## src/rtl/dseq_pkg.sv

```systemverilog
package dseq_pkg;

  typedef enum logic {
    SRC_ANALOG  = 1'b0,
    SRC_DIGITAL = 1'b1
  } dim_src_e;

  // Saturating limit used for both dimming sources.
  function automatic int unsigned cap_value(int unsigned v, int unsigned lim);
    return (v > lim) ? lim : v;
  endfunction

  // Grid strobe of the active half is on for the first 'on' bit times.
  function automatic logic grid_window(int unsigned p, int unsigned on);
    return p < on;
  endfunction

  // Segment window trails the grid by 'ext' bit times; closed when dark.
  function automatic logic seg_window(int unsigned p, int unsigned on, int unsigned ext);
    return (on != 0) && (p < on + ext);
  endfunction

endpackage

```

## src/rtl/dseq_timebase.sv

```systemverilog
module dseq_timebase #(
  parameter int CLK_PER_BIT = 4,
  parameter int FRAME_BITS  = 4096,
  localparam int PRE_W = (CLK_PER_BIT > 1) ? $clog2(CLK_PER_BIT) : 1,
  localparam int POS_W = $clog2(FRAME_BITS)
) (
  input  logic             clk,
  input  logic             rst_n,
  output logic [POS_W-1:0] pos,
  output logic             bit_tick,
  output logic             frame_end
);

  localparam logic [PRE_W-1:0] PRE_LAST = PRE_W'(CLK_PER_BIT - 1);
  localparam logic [POS_W-1:0] POS_LAST = POS_W'(FRAME_BITS - 1);

  logic [PRE_W-1:0] pre;

  assign bit_tick  = (pre == PRE_LAST);
  assign frame_end = bit_tick && (pos == POS_LAST);

  always_ff @(posedge clk) begin
    if (!rst_n) begin
      pre <= '0;
      pos <= '0;
    end else begin
      pre <= bit_tick ? '0 : pre + 1'b1;
      if (bit_tick) begin
        pos <= (pos == POS_LAST) ? '0 : pos + 1'b1;
      end
    end
  end

endmodule

```

## src/rtl/dseq_duty_sel.sv

```systemverilog
module dseq_duty_sel
  import dseq_pkg::*;
#(
  parameter int DUTY_W  = 11,
  parameter int ANA_W   = 9,
  parameter int ON_W    = 11,
  parameter int DAY_ON  = 2032,
  parameter int DIG_MAX = 2032,
  parameter int ANA_MAX = 256
) (
  input  logic              clk,
  input  logic              rst_n,
  input  logic              frame_end,
  input  logic              night,
  input  logic              dig_mode,
  input  logic [DUTY_W-1:0] duty_dig,
  input  logic [ANA_W-1:0]  ana_count,
  output logic [ON_W-1:0]   on_next,
  output logic [ON_W-1:0]   on_q
);

  dim_src_e    src;
  int unsigned dig_on;
  int unsigned ana_on;
  int unsigned pick;

  assign src = dim_src_e'(dig_mode);

  always_comb begin
    dig_on = cap_value(32'(duty_dig), DIG_MAX);
    ana_on = cap_value(32'(ana_count), ANA_MAX);
    if (!night) begin
      pick = DAY_ON;
    end else if (src == SRC_DIGITAL) begin
      pick = dig_on;
    end else begin
      pick = ana_on;
    end
    on_next = ON_W'(pick);
  end

  // Held for a whole frame so both halves share one on-time.
  always_ff @(posedge clk) begin
    if (!rst_n) begin
      on_q <= '0;
    end else if (frame_end) begin
      on_q <= on_next;
    end
  end

endmodule

```

## src/rtl/dseq_out_gate.sv

```systemverilog
module dseq_out_gate
  import dseq_pkg::*;
#(
  parameter int FRAME_BITS = 4096,
  parameter int NSEG       = 30,
  parameter int NGRID      = 2,
  parameter int SEG_EXT    = 6,
  localparam int POS_W = $clog2(FRAME_BITS),
  localparam int ON_W  = POS_W - 1
) (
  input  logic [POS_W-1:0]       pos,
  input  logic [ON_W-1:0]        on_q,
  input  logic [NGRID*NSEG-1:0]  disp_latch,
  input  logic                   test_n,
  output logic [NGRID-1:0]       grid_n,
  output logic [NSEG-1:0]        seg
);

  logic [ON_W-1:0] p;
  logic            half;
  logic            grid_on;
  logic            seg_on;

  assign p       = pos[ON_W-1:0];
  assign half    = pos[POS_W-1];
  assign grid_on = grid_window(32'(p), 32'(on_q));
  assign seg_on  = seg_window(32'(p), 32'(on_q), SEG_EXT);

  for (genvar g = 0; g < NGRID; g++) begin : g_grid
    assign grid_n[g] = test_n & ~(grid_on & (half == 1'(g)));
  end

  for (genvar i = 0; i < NSEG; i++) begin : g_seg
    logic data_bit;
    assign data_bit = half ? disp_latch[i + NSEG] : disp_latch[i];
    assign seg[i]   = ~test_n | (seg_on & data_bit);
  end

endmodule

```

## src/rtl/dseq_duplex_dimmer.sv

```systemverilog
module dseq_duplex_dimmer #(
  parameter int CLK_PER_BIT = 4,
  parameter int FRAME_BITS  = 4096,
  parameter int NSEG        = 30,
  parameter int DUTY_W      = 11,
  parameter int ANA_W       = 9,
  parameter int DAY_ON      = 2032,
  parameter int DIG_MAX     = 2032,
  parameter int ANA_MAX     = 256,
  parameter int SEG_EXT     = 6
) (
  input  logic              clk,
  input  logic              rst_n,
  input  logic [2*NSEG-1:0] disp_latch,
  input  logic [DUTY_W-1:0] duty_dig,
  input  logic [ANA_W-1:0]  ana_count,
  input  logic              dig_mode,
  input  logic              night,
  input  logic              test_n,
  output logic [1:0]        grid_n,
  output logic [NSEG-1:0]   seg
);

  localparam int POS_W = $clog2(FRAME_BITS);
  localparam int ON_W  = POS_W - 1;

  logic [POS_W-1:0] pos;
  logic             bit_tick;
  logic             frame_end;
  logic [ON_W-1:0]  on_next;
  logic [ON_W-1:0]  on_q;

  dseq_timebase #(
    .CLK_PER_BIT(CLK_PER_BIT),
    .FRAME_BITS (FRAME_BITS)
  ) u_tb (
    .clk      (clk),
    .rst_n    (rst_n),
    .pos      (pos),
    .bit_tick (bit_tick),
    .frame_end(frame_end)
  );

  dseq_duty_sel #(
    .DUTY_W (DUTY_W),
    .ANA_W  (ANA_W),
    .ON_W   (ON_W),
    .DAY_ON (DAY_ON),
    .DIG_MAX(DIG_MAX),
    .ANA_MAX(ANA_MAX)
  ) u_duty (
    .clk      (clk),
    .rst_n    (rst_n),
    .frame_end(frame_end),
    .night    (night),
    .dig_mode (dig_mode),
    .duty_dig (duty_dig),
    .ana_count(ana_count),
    .on_next  (on_next),
    .on_q     (on_q)
  );

  dseq_out_gate #(
    .FRAME_BITS(FRAME_BITS),
    .NSEG      (NSEG),
    .NGRID     (2),
    .SEG_EXT   (SEG_EXT)
  ) u_gate (
    .pos       (pos),
    .on_q      (on_q),
    .disp_latch(disp_latch),
    .test_n    (test_n),
    .grid_n    (grid_n),
    .seg       (seg)
  );

endmodule

```

## config.mk

```make
export PLATFORM = sky130hd
export DESIGN_NAME = dseq_duplex_dimmer
export DESIGN_NICKNAME = d
export VERILOG_FILES = /design/src/rtl/dseq_pkg.sv /design/src/rtl/dseq_timebase.sv /design/src/rtl/dseq_duty_sel.sv /design/src/rtl/dseq_out_gate.sv /design/src/rtl/dseq_duplex_dimmer.sv
export SDC_FILE = /design/constraint.sdc
export NUM_CORES = 1
export LEC_CHECK = 0
export ABC_AREA = 1
export CAP_MARGIN = 40
export CORE_MARGIN = 4
export CORE_UTILIZATION = 27
export CTS_CLUSTER_DIAMETER = 50
export DETAILED_ROUTE_END_ITERATION = 6
export MAX_ROUTING_LAYER = met4
export PLACE_DENSITY = 0.63
export SLEW_MARGIN = 20
export SYNTH_ARGS = -nofsm -noshare
export SYNTH_HDL_FRONTEND = slang
export SYNTH_SLANG_ARGS = --single-unit
```

## constraint.sdc

```tcl
create_clock -name clk -period 2.55 [get_ports clk]
set_input_delay 0.3825 -clock clk [delete_from_list [all_inputs] [get_ports clk]]
set_output_delay 0.3825 -clock clk [all_outputs]
set_load 0.01 [all_outputs]
```

==> results by group <==
Synth
  – Seq cells post-synth: 25
  – Complex-gate fraction of the synthesized area: under 10%
  – Synth Area in Adders: between 10% and 20%
  – Register area share after synthesis: a little under a fifth
  – Synth Cell Area: roughly 2700 µm²
  – Synth Area in XOR/XNOR: under 10%
  – Cell taking the most area after synthesis: nand2_1
  – Synth top area cells: nand2_1, dfxtp_1, ha_1
  – Synth Net Count: roughly 580
  – Syn Area/Cell: roughly 5.8 µm²
  – Post-synthesis mux area share: 0%
  – Yosys cell types: 28
  – Synth Warn #: 0
  – Post-Synthesis Cells: 468
  – Yosys top cell area share: 26.5%
  – Share of synthesized cell area in and, or, nand and nor gates: approximately half
  – Largest family of logic cells by synthesized area: simple AND/OR/NAND/NOR gates

Run
  – MaxCap Viol Count: 0

Drt
  – Post-route DRC: 0
  – Avg WL per Cell: 13.1 µm
  – Initial DRC Count: 197
  – Post-DRT Antenna Nets: 0
  – Vias: about 3,500
  – DR pass1 iterations: 4
  – Vias per inst: about 4.6
  – Final wirelength: 9820 µm

Timing
  – Final period util: 116%
  – Clock skew: between 10 and 15 ps
  – Slew @ Worst Pin: approximately 550 ps
  – Slew HR: between 60% and 70%
  – Endpoints failing setup: 30
  – Fin. Hold Viols: 0
  – Final Slew Violations: 0
  – Unrepaired setup endpoints after global routing: yes
  – Max Fclk: between 300 and 400 MHz
  – Worst setup margin: -404 ps
  – Crit path time final: 2950 ps

Setup path
  – Setup crit end kind: primary output
  – Critical Path Start: u_duty.on_q[2]
  – Reg2reg path depth: 7
  – Reg2Reg Capture Point: u_tb.pos[7]
  – CP Data Arrival Time: 2570 ps
  – Reg2reg start: u_tb.pos[11]
  – Critical path peak fanout: 5
  – CP Capture Point: seg[15]
  – Required @ worst endpoint: roughly 2200 ps
  – R2R Setup Slk: between 700 and 800 ps
  – Startpoint types: flop
  – Kind of critical path: reg -> out

Cells and area
  – Ant. Diodes: 0
  – Fillers: about 1,000
  – Design area: between 4000 and 5000 µm²
  – Commonest cells after routing, fill and taps aside: nand2_1, clkdlybuf4s50_1, nor2_1, inv_1, buf_4
  – FF/Latch Area: 503 µm²
  – Leading cell type in the layout, fill and taps excluded: nand2_1
  – Multi-input logic area: about 2200 µm²
  – Fin nets: 726
  – Share of layout cells above drive strength 1: 25.9%
  – Synth-to-layout area growth: 73.2%

Place
  – Detailed placer's ending HPWL: 7200 µm
  – Input/output buffers: approximately 120
  – Area post-placement: ~4200 µm²
  – GPL Wtd Cong: roughly 0.86

Power
  – Sequential share of power: a little over two fifths
  – Maximum VDD drop: 0.167 mV
  – Clock network fraction of total power: between 20% and 30%
  – Power Density: roughly 200 nW/µm²
  – Pint: about 690 µW
  – Power Total: roughly 940 µW
  – Switching fraction of total power: between 20% and 30%
  – Leakage: 0.00217 µW
  – Combinational Power Share: 32.0%
  – Switching pwr: 254 µW

Clock network
  – Clock Latency Late Sink: 280 ps
  – CTS root buffer: clkbuf_8
  – Worst-case clock buffer depth: 2
  – Clock sink count: 25
  – Hold buffers post-CTS: 0
  – CTS tree: done
  – Clock transition at path regs: 90 ps
  – CTS H-Tree Depth: 1
  – Total CTS buffers: 3

GRT
  – Total GRT Usage: 17.1%
  – Initial antenna violation count: 0
  – Largest net degree at the start of global routing: 33
  – First-pass GRT wire length: around 16,000 µm
  – GR Overflow Total: 0
  – Vias in the first global route: 3,491

Floorplan
  – Top Ports: roughly 120
  – Full die area: approximately 12,000 µm²
  – Initial Utilization: around 28%
  – DIE WIDTH: 108 µm
  – Rows: 36
  – Core area: approximately 9800 µm²
  – Die H: 108 µm

Run status
  – Failing checks: negative setup slack
  – Status: finished, violations left

Min path
  – Hold Path Class: reg -> reg
## synth_stat cells
master and number:
nor3_1 5, nand2_4 1, inv_1 40, a21oi_1 12, dlygate4sd1_1 1, o21ai_1 1, nor2_2 1, dfxtp_1 25
nand2_2 6, nor2_1 53, nand3_1 39, and3_1 1, o21ai_0 19, nand4_1 4, clkbuf_1 10, nand2_1 191
buf_2 2, buf_8 1, xnor2_1 1, nand3_2 12, buf_6 3, xor2_1 9, nor3_2 1, ha_1 23
nor2_4 4, buf_4 1, inv_2 1, nor3b_1 1
## power groups by stage
stage / clock network, µW / logic, µW / registers [µW]
detailed placement: 0 / 301 / 407
global placement: 0 / 298 / 407
floorplan: 0 / 92.5 / 407
finish: 241 / 300 / 398
CTS: 250 / 282 / 398
global route: 264 / 327 / 398
## sequential cells by signal, indices dropped and copies added, names as in the netlist
name,count
u_tb.pre,2
u_tb.pos,12
u_duty.on_q,11
## metal layers
metal  wire, µm  global-route usage [%]  up-vias
met1       4100                    19.4     1562
met2       4870                    31.3      113
met4        146                    4.15        0
met5          0                       -        -
li1           -                       -     1774
met3        710                    2.63       12
## through the flow
| step | utilization [%] | setup WS (ps) | hold WS, ps | instances | setup TNS, ps |
|---|---|---|---|---|---|
| after CTS | 46.6 | -468 | 430 | 751 | -12910 |
| after global placement | 42.8 | -450 | 406 | 729 | -12460 |
| after global routing | 48.0 | -590 | 439 | 750 | -15950 |
| after detailed placement | 42.8 | -506 | 416 | 729 | -14460 |
| final | 48.0 | -404 | 425 | 750 | -10960 |
| after floorplan | - | 136 | 398 | 468 | 0 |
## logic make-up (layout without fill, tap and decap cells)
family | Yosys count | count (layout)
xor+xnor | 10 | 10
flops | 25 | 25
fa+ha+maj | 23 | 23
buf+inv | 59 | 208
compound gates | 32 | 32
simple gates | 319 | 319
## cell type report
type / count / share of cell area, %
Multi-Input combinational cell: 384 / 46.9
Timing Repair Buffer: 163 / 34.5
Sequential cell: 25 / 10.7
Tap cell: 133 / 3.55
Inverter: 41 / 3.34
Clock buffer: 3 / 0.880
Clock inverter: 1 / 0.107
## what timing repair did
action / CTS / global route
gates cloned: 7 / 0
setup buffers: 12 / 2
pin swaps: 25 / 26
resized for setup: 178 / 42
setup endpoints to repair: 32 / 32
## worst max-delay path, cell delays in order, from the launching register on
cell and delay, ps:
dfxtp_2 340, inv_2 50, ha_4 160, inv_4 50, nand3_4 70, nor2_4 130, buf_6 120, xor2_2 130
ha_1 250, nand2_1 70, inv_1 30, nor3_1 150, nand2_1 110, nand2_4 110, buf_12 140, buf_16 110
nand3_2 60, nand2_1 70, buf_2 130
## worst min-delay path by stage
stage	from	to	slack (ps)	cells after the start
floorplan	u_tb.pre[0]	u_tb.pre[0]	400	1
global placement	u_tb.pre[0]	u_tb.pre[0]	410	1
detailed placement	u_tb.pre[0]	u_tb.pre[0]	420	1
CTS	u_tb.pre[0]	u_tb.pre[0]	430	1
global route	u_tb.pre[0]	u_tb.pre[0]	440	1
finish	u_tb.pre[0]	u_tb.pre[0]	420	1
Note: power is estimated with default switching activity, not from simulation.
